### src/rtl/uart_fifo_irq_pkg.sv
// Shared constants for the UART queue/interrupt block.
// Assumes an 8-bit register window with four registers.
package uart_fifo_irq_pkg;

    localparam logic [3:0] IID_NONE = 4'h1;
    localparam logic [3:0] IID_LINE = 4'h6;
    localparam logic [3:0] IID_RXD  = 4'h4;
    localparam logic [3:0] IID_TMO  = 4'hC;
    localparam logic [3:0] IID_THRE = 4'h2;

    typedef enum logic [1:0] {
        REG_DATA = 2'd0,
        REG_IEN  = 2'd1,
        REG_IID  = 2'd2,
        REG_LSR  = 2'd3
    } reg_sel_e;

    // Maps the two threshold select bits to a byte count.
    function automatic logic [7:0] trig_level(input logic [1:0] sel);
        case (sel)
            2'b00:   return 8'd1;
            2'b01:   return 8'd4;
            2'b10:   return 8'd8;
            default: return 8'd14;
        endcase
    endfunction

endpackage

### src/rtl/uif_fifo.sv
// Byte queue with a runtime capacity limit (cap <= DEPTH) and a clear.
// A push is refused when count >= cap. Push and pop may share a cycle.
// Clear wins over push and pop. rdata shows the oldest entry.
module uif_fifo #(
    parameter int W     = 8,
    parameter int DEPTH = 16,
    localparam int AW   = $clog2(DEPTH),
    localparam int CW   = $clog2(DEPTH + 1)
) (
    input  logic          clk,
    input  logic          rst_n,
    input  logic          clr,
    input  logic [CW-1:0] cap,
    input  logic          push,
    input  logic [W-1:0]  wdata,
    input  logic          pop,
    output logic [W-1:0]  rdata,
    output logic [CW-1:0] count,
    output logic          full,
    output logic          empty
);
    logic [W-1:0]  mem [DEPTH];
    logic [AW-1:0] wr_ptr, rd_ptr;
    logic          acc_push, acc_pop;

    assign full     = (count >= cap);
    assign empty    = (count == '0);
    assign acc_push = push && !full;
    assign acc_pop  = pop && !empty;
    assign rdata    = mem[rd_ptr];

    // Next pointer with wrap at DEPTH-1.
    function automatic logic [AW-1:0] nxt(input logic [AW-1:0] p);
        return (p == AW'(DEPTH - 1)) ? '0 : p + AW'(1);
    endfunction

    // Pointer and occupancy bookkeeping.
    always_ff @(posedge clk) begin
        if (!rst_n || clr) begin
            wr_ptr <= '0;
            rd_ptr <= '0;
            count  <= '0;
        end else begin
            if (acc_push) wr_ptr <= nxt(wr_ptr);
            if (acc_pop)  rd_ptr <= nxt(rd_ptr);
            case ({acc_push, acc_pop})
                2'b10:   count <= count + CW'(1);
                2'b01:   count <= count - CW'(1);
                default: count <= count;
            endcase
        end
    end

    // Storage write for accepted bytes.
    always_ff @(posedge clk) begin
        if (acc_push && !clr) mem[wr_ptr] <= wdata;
    end


    count_bound_chk: assert property (@(posedge clk) disable iff (!rst_n)
        count <= CW'(DEPTH));


    full_drop_chk: assert property (@(posedge clk) disable iff (!rst_n)
        (push && full && !pop && !clr) |=> (count == $past(count)));

endmodule

### src/rtl/uif_rx_timeout.sv
// Character timeout detector. It counts idle cycles while the receive queue
// holds data and the queues are enabled. Any push, pop or clear restarts
// the count. When the count reaches 4*char_cycles, pending is set. Pending
// is dropped on a pop, a clear, or when the queues are disabled.
// A char_cycles value of zero never fires.
module uif_rx_timeout #(
    parameter int CHW = 16,
    localparam int LW = CHW + 2
) (
    input  logic           clk,
    input  logic           rst_n,
    input  logic           enable,
    input  logic           has_data,
    input  logic           activity,
    input  logic           drain,
    input  logic [CHW-1:0] char_cycles,
    output logic           pending
);
    logic [LW-1:0] cnt;
    logic [LW-1:0] limit;

    assign limit = {char_cycles, 2'b00};

    // Idle counter: restarts on activity, stops at the limit.
    always_ff @(posedge clk) begin
        if (!rst_n || activity || !has_data || !enable)
            cnt <= '0;
        else if (cnt != limit)
            cnt <= cnt + LW'(1);
    end

    // Pending flag: set on reaching the limit, dropped on drain.
    always_ff @(posedge clk) begin
        if (!rst_n || drain || !enable)
            pending <= 1'b0;
        else if (has_data && !activity && limit != '0 && cnt == limit)
            pending <= 1'b1;
    end


    tmo_needs_data_chk: assert property (@(posedge clk) disable iff (!rst_n)
        pending |-> has_data);

endmodule

### src/rtl/uif_irq_prio.sv
// Interrupt ranking. Pure combinational logic.
// Order: overrun, receive threshold, timeout, transmit empty.
// iid[7:6] show the queue-enable state. irq is derived separately from
// the OR of enabled sources.
module uif_irq_prio #(
    parameter int CW = 5
) (
    input  logic          fifo_en,
    input  logic [2:0]    ien,
    input  logic          ovr,
    input  logic [CW-1:0] rx_count,
    input  logic [7:0]    trig,
    input  logic          tmo,
    input  logic          thre,
    output logic [7:0]    iid,
    output logic          irq
);
    import uart_fifo_irq_pkg::*;

    logic level_ok;
    logic s_line, s_rxd, s_tmo, s_thre;
    logic [3:0] code;

    assign level_ok = fifo_en ? (8'(rx_count) >= trig) : (rx_count != '0);
    assign s_line   = ien[2] && ovr;
    assign s_rxd    = ien[0] && level_ok;
    assign s_tmo    = ien[0] && tmo;
    assign s_thre   = ien[1] && thre;

    // Picks the highest ranked pending source.
    always_comb begin
        if (s_line)      code = IID_LINE;
        else if (s_rxd)  code = IID_RXD;
        else if (s_tmo)  code = IID_TMO;
        else if (s_thre) code = IID_THRE;
        else             code = IID_NONE;
    end

    assign iid = {{2{fifo_en}}, 2'b00, code};
    assign irq = s_line | s_rxd | s_tmo | s_thre;

endmodule

### src/rtl/uart_fifo_irq.sv
// Top of the UART queue/interrupt block. It decodes the register window,
// holds the control and enable state, the overrun and transmit-empty
// flags, and instantiates two queues, the timeout detector and the ranker.
// Assumes the host never strobes reg_wr and reg_rd in the same cycle.
module uart_fifo_irq #(
    parameter int DEPTH  = 16,
    parameter int CHAR_W = 16,
    localparam int CW    = $clog2(DEPTH + 1)
) (
    input  logic              clk,
    input  logic              rst_n,
    input  logic              rx_valid,
    input  logic [7:0]        rx_data,
    input  logic              reg_wr,
    input  logic              reg_rd,
    input  logic [1:0]        reg_addr,
    input  logic [7:0]        reg_wdata,
    output logic [7:0]        reg_rdata,
    input  logic [CHAR_W-1:0] char_cycles,
    input  logic              tx_pop,
    output logic              tx_avail,
    output logic [7:0]        tx_data,
    output logic              dma_sel,
    output logic              irq
);
    import uart_fifo_irq_pkg::*;

    reg_sel_e      sel;
    logic          fifo_en;
    logic [1:0]    trig_sel;
    logic [2:0]    ien;
    logic          ovr_q, thre_q;
    logic          wr_data, rd_data, wr_ctl, rd_iid, rd_lsr;
    logic          en_change, rx_clr, tx_clr;
    logic [CW-1:0] cap;
    logic [7:0]    rx_head;
    logic [CW-1:0] rx_count, tx_count;
    logic          rx_full, rx_empty, tx_full, tx_empty;
    logic          tmo_pend;
    logic [7:0]    iid;
    logic [7:0]    lsr;
    logic          unused_ok;

    assign sel       = reg_sel_e'(reg_addr);
    assign wr_data   = reg_wr && sel == REG_DATA;
    assign rd_data   = reg_rd && sel == REG_DATA;
    assign wr_ctl    = reg_wr && sel == REG_IID;
    assign rd_iid    = reg_rd && sel == REG_IID;
    assign rd_lsr    = reg_rd && sel == REG_LSR;
    assign en_change = wr_ctl && (reg_wdata[0] != fifo_en);
    assign rx_clr    = wr_ctl && (reg_wdata[1] || en_change);
    assign tx_clr    = wr_ctl && (reg_wdata[2] || en_change);
    assign cap       = fifo_en ? CW'(DEPTH) : CW'(1);
    assign unused_ok = ^{reg_wdata[5:4], tx_full};

    // Queue control and interrupt enable registers.
    always_ff @(posedge clk) begin
        if (!rst_n) begin
            fifo_en  <= 1'b0;
            trig_sel <= 2'b00;
            dma_sel  <= 1'b0;
            ien      <= 3'b000;
        end else begin
            if (wr_ctl) begin
                fifo_en  <= reg_wdata[0];
                trig_sel <= reg_wdata[7:6];
                dma_sel  <= reg_wdata[3];
            end
            if (reg_wr && sel == REG_IEN) ien <= reg_wdata[2:0];
        end
    end

    uif_fifo #(.W(8), .DEPTH(DEPTH)) u_rxq (
        .clk(clk), .rst_n(rst_n), .clr(rx_clr), .cap(cap),
        .push(rx_valid), .wdata(rx_data), .pop(rd_data),
        .rdata(rx_head), .count(rx_count), .full(rx_full), .empty(rx_empty)
    );

    uif_fifo #(.W(8), .DEPTH(DEPTH)) u_txq (
        .clk(clk), .rst_n(rst_n), .clr(tx_clr), .cap(cap),
        .push(wr_data), .wdata(reg_wdata), .pop(tx_pop),
        .rdata(tx_data), .count(tx_count), .full(tx_full), .empty(tx_empty)
    );

    assign tx_avail = !tx_empty;

    uif_rx_timeout #(.CHW(CHAR_W)) u_tmo (
        .clk(clk), .rst_n(rst_n), .enable(fifo_en), .has_data(!rx_empty),
        .activity((rx_valid && !rx_full) || rd_data || rx_clr),
        .drain(rd_data || rx_clr),
        .char_cycles(char_cycles), .pending(tmo_pend)
    );

    // Overrun flag: set by a rejected arrival, cleared by a status read.
    always_ff @(posedge clk) begin
        if (!rst_n)                  ovr_q <= 1'b0;
        else if (rx_valid && rx_full) ovr_q <= 1'b1;
        else if (rd_lsr)             ovr_q <= 1'b0;
    end

    // Transmit-empty flag: set when the queue drains or is cleared.
    always_ff @(posedge clk) begin
        if (!rst_n)                                 thre_q <= 1'b1;
        else if (wr_data)                           thre_q <= 1'b0;
        else if (tx_clr)                            thre_q <= 1'b1;
        else if (tx_pop && tx_count == CW'(1))      thre_q <= 1'b1;
        else if (rd_iid && iid[3:0] == IID_THRE)    thre_q <= 1'b0;
    end

    uif_irq_prio #(.CW(CW)) u_prio (
        .fifo_en(fifo_en), .ien(ien), .ovr(ovr_q), .rx_count(rx_count),
        .trig(trig_level(trig_sel)), .tmo(tmo_pend), .thre(thre_q),
        .iid(iid), .irq(irq)
    );

    assign lsr = {2'b00, tx_empty, 3'b000, ovr_q, !rx_empty};

    // Read data mux, taken from the current state.
    always_comb begin
        case (sel)
            REG_DATA: reg_rdata = rx_empty ? 8'h00 : rx_head;
            REG_IEN:  reg_rdata = {5'b00000, ien};
            REG_IID:  reg_rdata = iid;
            default:  reg_rdata = lsr;
        endcase
    end


    ovr_set_chk: assert property (@(posedge clk) disable iff (!rst_n)
        (rx_valid && rx_full) |=> lsr[1]);


    legacy_depth_chk: assert property (@(posedge clk) disable iff (!rst_n)
        !fifo_en |-> (rx_count <= CW'(1) && tx_count <= CW'(1)));


    irq_code_chk: assert property (@(posedge clk) disable iff (!rst_n)
        irq == !iid[0]);


    iid_hi_chk: assert property (@(posedge clk) disable iff (!rst_n)
        iid[7:6] == {2{fifo_en}});

endmodule

### config.mk
export PLATFORM = sky130hd
export DESIGN_NAME = uart_fifo_irq
export DESIGN_NICKNAME = d
export VERILOG_FILES = /design/src/rtl/uart_fifo_irq_pkg.sv /design/src/rtl/uif_fifo.sv /design/src/rtl/uif_rx_timeout.sv /design/src/rtl/uif_irq_prio.sv /design/src/rtl/uart_fifo_irq.sv
export SDC_FILE = /design/constraint.sdc
export NUM_CORES = 1
export LEC_CHECK = 0
export BUFFER_PORTS_ARGS = -buffer_cell sky130_fd_sc_hd__buf_2
export CELL_PAD_IN_SITES_DETAIL_PLACEMENT = 0
export CELL_PAD_IN_SITES_GLOBAL_PLACEMENT = 1
export CORE_UTILIZATION = 45
export DETAILED_ROUTE_END_ITERATION = 7
export PLACE_DENSITY = 0.7
export SYNTH_ARGS = -nofsm -noshare
export SYNTH_HDL_FRONTEND = slang
export SYNTH_SLANG_ARGS = --single-unit
export TNS_END_PERCENT = 1
### constraint.sdc
create_clock -name clk -period 5.86 [get_ports clk]
set_input_delay 0 -clock clk [delete_from_list [all_inputs] [get_ports clk]]
set_output_delay 0 -clock clk [all_outputs]
set_load 0.03 [all_outputs]
== Word-level counts from Yosys, hierarchy flattened ==
Memory sizes are Yosys's and may differ from the RTL's. A register that Yosys moved wholly into a read port is not among the register bits.
Index checks and enable logic that the tools add are counted.
Operators by class
  bitwise operators: 3
  muxes and demuxes: 29
  $lt $le $gt $ge: 3
  reduce and logical (&&, ||, !) cells: 56
  add/sub/neg operators: 9
  eq/ne operators: 18
Operators by type and width (count)
  $mux W4: 11
  $logic_and A1 B1 Y1: 25
  $pmux W8 S3: 1
  $pmux W5 S2: 2
  $add A18 B1 Y18 const B: 1
  $eq A18 B18 Y1: 1
  $ne A18 B18 Y1: 1
  $reduce_bool A18 Y1: 1
  $add A4 B1 Y4 const B: 4
  $eq A4 B4 Y1 const B: 4
  $logic_or A1 B1 Y1: 12
  $pmux W4 S3: 1
  $mux W1: 11
  $add A5 B1 Y5 const B: 2
  $eq A2 B2 Y1 const B: 5
  $ge A5 B5 Y1: 2
  $logic_not A5 Y1: 2
  $sub A5 B1 Y5 const B: 2
  $logic_not A1 Y1: 9
  $eq A2 B1 Y1 const B: 4
  $mux W8: 1
  $reduce_bool A2 Y1: 3
  $eq A5 B1 Y1 const B: 1
  $ge A5 B4 Y1: 1
  other kinds (8): 11
Storage, ports and cells
  output and inout port bits: 19
  bits of input ports: 40
  bits in writable memories: 256
  memories: 2
  logic and storage cells: 134
  bits in registers: 54
Memories
  u_rxq.mem: words 16, bits a word 8, rd ports 1, clocked after Yosys merged registers in 1, wr ports 1, RTL line uif_fifo.sv:22  | logic [W-1:0] mem [DEPTH];
  u_txq.mem: words 16, bits a word 8, rd ports 1, clocked after Yosys merged registers in 1, wr ports 1, RTL line uif_fifo.sv:22

== Logic depth before layout (Yosys ltp) ==
  word-level depth: 13
  depth in mapped cells: 15
  depth with buffers taken out: 14

== By module ==
From an unflattened synthesis, not the netlist that was laid out.
Unflattened totals
  cells, all modules: 861
  area total of the unflattened synthesis: 14158.6 um2
By module, submodules not included
  uif_fifo (u_rxq): seq. area each 4184.0 um2, instances 1, cells each 307, area an instance 6010.8 um2
  uif_fifo (u_txq): seq. area each 4184.0 um2, instances 1, cells each 308, area an instance 6005.8 um2
  uif_rx_timeout: seq. area each 380.4 um2, instances 1, cells each 134, area an instance 1193.6 um2
  uart_fifo_irq: seq. area each 180.2 um2, instances 1, cells each 80, area an instance 693.2 um2
  uif_irq_prio: seq. area each 0.0 um2, instances 1, cells each 32, area an instance 255.2 um2

== Worst setup path after synthesis ==
OpenSTA, ideal clock, no wires.
  path type: register to register
  start point: reg fifo_en
  end point: reg u_rxq.count[4]
  buffers on the path: 1
  stages on the path, launching flop included: 14
  required time: 5.732 ns
  data arrival time: 2.732 ns
  path slack: 3.000 ns
  period minus slack after synthesis: 2.860 ns
  setup time: 0.128 ns
  path through: dfxtp_1 > inv_1 > ha_1 > o31a_1 > or2_1 > buf_6 > ha_1 > ha_1 > nor2b_1 > o21ai_0 > a21oi_1 > nor3_1 > xnor2_1 > nor2_1
Between the ends
  word-level cells in the longest chain between the ends: 6
  elaborated cells on any way between the ends: 13
  classes of those cells: 1 x order compare; 3 x eq/ne; 2 x mux; 7 x reduce/logical
Ends and longest elaborated chain
  from (decl): RTL line uart_fifo_irq.sv:29  | logic fifo_en;
  from (signal assigned): RTL line uart_fifo_irq.sv:65  | fifo_en <= reg_wdata[0];
  $mux W5: RTL line uart_fifo_irq.sv:53  | assign cap = fifo_en ? CW'(DEPTH) : CW'(1);
  $ge A5 B5 Y1: RTL line uif_fifo.sv:26  | assign full = (count >= cap);
  $logic_not A1 Y1: RTL line uif_fifo.sv:28  | assign acc_push = push && !full;
  $logic_and A1 B1 Y1: RTL line uif_fifo.sv:28
  $eq A2 B1 Y1 or $eq A2 B2 Y1 (tied branches): RTL line uif_fifo.sv:46  | case ({acc_push, acc_pop})
  $pmux W5 S2 or $reduce_bool A2 Y1 (tied branches)
  to (signal assigned): RTL line uif_fifo.sv:47  | 2'b10: count <= count + CW'(1);
  to (signal assigned): RTL line uif_fifo.sv:48  | 2'b01: count <= count - CW'(1);
  to (signal assigned): RTL line uif_fifo.sv:49  | default: count <= count;
  to (decl): RTL line uif_fifo.sv:18  | output logic [CW-1:0] count,
Parallel ways exist; a longest one is shown, timed or not.
A chain may end at the register's enable or synchronous reset.

== Worst setup path after layout ==
  start point: reg fifo_en
  end point: mem u_rxq.mem[1][2], enable pin
Between the ends
  word-level cells in the longest chain between the ends: 8
  elaborated cells on any way between the ends: 12
  classes of those cells: 1 x order compare; 1 x eq/ne; 3 x mux; 7 x reduce/logical
Ends and longest elaborated chain
  parallel branches: the longest is 5 deep, another holds $ge A5 B5 Y1
  $logic_and A1 B1 Y1 (*): RTL line uif_fifo.sv:56  | if (acc_push && !clr) mem[wr_ptr] <= wdata;
  $mux W1 (*): RTL line uif_fifo.sv:56
  $mux W1 (implied by the code) (*): RTL line uif_fifo.sv:56
  to (decl): RTL line uif_fifo.sv:22
Every way passes the cells marked *.

==> metrics.md <==
| Metric | Value |
|---|---|
| Run status | finished, final reports clean |
| Post_cts resized | 0 |
| Max_cap viols | 0 |
| Total standard cell area after synthesis | 0.0134 mm2 |
| Congestion Overflow GR | 0 |
| Placement Setup Slack | 2.53 ns |
| Post-DP HPWL | 19,200 um |
| Flop and latch count out of synthesis | 318 |
| Routability congestion estimate from global placement | 0.804 |
| Final setup violation count | 0 |
| Leading cell types by total area after synthesis | sky130_fd_sc_hd__edfxtp_1 (57%), sky130_fd_sc_hd__mux4_2 (13%), sky130_fd_sc_hd__dfxtp_1 (9.3%), sky130_fd_sc_hd__ha_1 (2.6%), sky130_fd_sc_hd__nor2_1 (1.7%) |
| Maximum VDD drop | 0.247 mV |
| Starting Density | 46.2% |
| Largest net degree at the start of global routing | 33 |
| Largest fanout on the critical path | 9 |
| Synthesized area per cell | 15.9 um2 |
| Number of iterations in the first detailed-routing pass | 4 |
| Most frequent standard cell in the layout excluding fill and tap cells | sky130_fd_sc_hd__edfxtp_1 |
| Remaining routing DRC violations | 0 |
| Final Max Tran Viols | 0 |
| Number of standard cells after synthesis | 844 |
| Buffer levels on the longest clock path | 3 |
| Count of boundary I/O pins | 59 |
| Startpoint type of the worst setup path | register |
| Number of routed nets with antenna violations | 0 |
| Die area | 0.0305 mm2 |
| Slew Limit Headroom | 19.9% |
| Wirelength per Cell | 21.4 um |
| Total CTS buffers | 34 |
| Horizontal extent of the die | 175 um |
| Overall routing resource usage | 19.5% |
| Deepest level of the CTS H-tree | 2 |
| Final cycle utilization of the critical path | 56.7% |
| Initial detailed-routing violation count | 466 |
| Largest area contributor in the synthesized netlist | sky130_fd_sc_hd__edfxtp_1 |
| Core utilization of the finished layout | 53.4% |
| Wire length of the first global-routing pass | 44,700 um |
| Clk root buf | sky130_fd_sc_hd__clkbuf_16 |
| Worst clock skew | 0.0180 ns |
| Area growth from synthesis to final layout | 15.5% |
| Final min period | 3.32 ns |
| Kind of end point of the critical path | register |
| Worst min path class | primary input to register |
| Average vias per placed instance | 5.56 |
| Via Count | 7,472 |
| Post-detailed-routing wire length | 28,800 um |
| Count of nets after finishing | 1,005 |
| Worst Path Required | 5.99 ns |
| Count of input and output buffers | 58 |
| Unrepaired setup endpoints after global routing | false |
| Floorplan core area | 0.0290 mm2 |
| Antenna violations before repair | 1 |
| Pwr/cell area | 353 mW/mm2 |
| Pleak | 5.06 nW |
| Proportion of netlist area held by the largest area contributor | 57.3% |
| Proportion of synthesized flip-flops having asynchronous set or reset | 0% |
| Commonest cells after routing, fill and taps aside | sky130_fd_sc_hd__edfxtp_1 (256), sky130_fd_sc_hd__mux4_2 (76), sky130_fd_sc_hd__nor2_1 (61) |
| Count of endpoints failing hold in the final timing report | 0 |
| Post-synth top flop | sky130_fd_sc_hd__edfxtp_1 |
| Total Neg Setup Slack | 0 ns |
| Worst setup slack after layout | 2.54 ns |
| Sink count of the clock tree | 318 |
| Clock input transition at the sequential cells of the worst setup and hold paths | 0.06 ns |
| Proportion of synthesized chip area in sequential cells | 66.5% |
| EDFF count, synth | 256 |
| Clock Latency Late Sink | 0.52 ns |
| Net Count, Synth | 913 |
| Overall power after layout | 5.47 mW |
| Die boundary height | 175 um |
| Type of the worst setup path | register to register |
| Number of global-route vias before repair | 7,678 |
| Count of synthesis-stage warnings from yosys | 0 |
| CP Data Arrival Time | 3.45 ns |
| Count of different cell masters after synthesis | 61 |
| Maximum achievable frequency | 301 MHz |
| Least-Margin Pin Slew | 1.19 ns |
| CTS tree | built |
| Fraction of layout cells with a size suffix above 1 | 21.8% |
| # Post-CTS Setup Buffers | 0 |
| Worst hold slack across all endpoints | 0.0497 ns |
| Num rows | 62 |
==> stage by stage <==
step | std cells | cell area, um2
after detailed placement | 1261 | 14100
after CTS | 1343 | 15500
after global placement | 1261 | 14100
after floorplan | 844 | 13400
final | 1344 | 15500
after global routing | 1343 | 15500
==> registers in the layout, indices dropped and copies added, names as in the netlist, 3 cells and up, named ones only <==
signal and cells:
ien 3, u_tmo.cnt 18, u_txq.count 5, u_txq.wr_ptr 4, u_rxq.mem 128, u_rxq.wr_ptr 4, u_rxq.rd_ptr 4, u_txq.rd_ptr 4
u_txq.mem 128, u_rxq.count 5
==> metal layers <==
metal  share of wire (%)  track usage (%)
met1                  42             25.7
met2                  51             33.2
met3                 4.8             3.31
met5                   0                0
met4                 1.6             5.40
==> worst max-delay path: stages, from the launching register on <==
cell                      delay, ns
sky130_fd_sc_hd__dfxtp_1       0.45
sky130_fd_sc_hd__inv_1         0.19
sky130_fd_sc_hd__ha_1          0.32
sky130_fd_sc_hd__o31a_1        0.29
sky130_fd_sc_hd__or2_1         0.36
sky130_fd_sc_hd__and2b_2       0.31
sky130_fd_sc_hd__nand2_1       0.11
sky130_fd_sc_hd__nor3_1        0.92
==> power by group <==
group	switching [mW]	internal [mW]	total [mW]
Clock	0.856	1.34	2.20
Sequential	0.0385	2.50	2.54
Combinational	0.425	0.310	0.735
==> what timing repair did <==
item / in CTS / in global routing
hold buffers: 23 / 0
hold endpoints to repair: 272 / 0
endpoints found under the setup margin: 0 / 0
==> Yosys cell counts, types with 10 or more instances <==
| cell | instances |
|---|---|
| sky130_fd_sc_hd__inv_1 | 23 |
| sky130_fd_sc_hd__edfxtp_1 | 256 |
| sky130_fd_sc_hd__dfxtp_1 | 62 |
| sky130_fd_sc_hd__ha_1 | 28 |
| sky130_fd_sc_hd__xor2_1 | 20 |
| sky130_fd_sc_hd__nor2b_1 | 10 |
| sky130_fd_sc_hd__a21oi_1 | 27 |
| sky130_fd_sc_hd__clkbuf_1 | 19 |
| sky130_fd_sc_hd__nor2_1 | 61 |
| sky130_fd_sc_hd__nor3_1 | 16 |
| sky130_fd_sc_hd__o21ai_0 | 17 |
| sky130_fd_sc_hd__xnor2_1 | 10 |
| sky130_fd_sc_hd__buf_2 | 10 |
| sky130_fd_sc_hd__mux4_2 | 76 |
| sky130_fd_sc_hd__mux2i_1 | 18 |
| sky130_fd_sc_hd__nand3_1 | 17 |
| sky130_fd_sc_hd__or3_1 | 12 |
| sky130_fd_sc_hd__nand2_1 | 53 |
==> worst paths after layout <==
| path | start | end | slack [ns] | cells past startpoint |
|---|---|---|---|---|
| setup / recovery | fifo_en | u_rxq.mem[1][2] | 2.54 | 7 |
| hold / removal | char_cycles[9] | u_tmo.pending | 0.05 | 5 |
| setup reg to reg | fifo_en | u_rxq.mem[1][2] | 2.54 | 7 |
| hold reg to reg | u_tmo.pending | u_tmo.pending | 0.52 | 2 |
==> cell families after synthesis <==
| kind of cell | after synthesis | synth area share, % |
|---|---|---|
| buffers and inverters | 60 | 1.86 |
| AND/OR/NAND/NOR | 220 | 8.17 |
| AO/OA/AOI/OAI | 90 | 4.36 |
| multiplexers | 97 | 14.4 |
| XOR/XNOR | 30 | 1.96 |
| adder cells (fa/ha/maj) | 29 | 2.76 |
| flip-flops | 318 | 66.5 |
==> final cells by class <==
| type | instances | area [um2] |
|---|---|---|
| fillers | 2386 | 13500 |
| repair buffers | 93 | 611 |
| well taps | 384 | 480 |
| flip-flops and latches | 318 | 8930 |
| inverters | 23 | 86.3 |
| clock buffers | 43 | 925 |
| clock inverters | 16 | 219 |
| multi-input cells | 466 | 4250 |
| diodes | 1 | 2.50 |
Power figures use the tool's default switching activity.
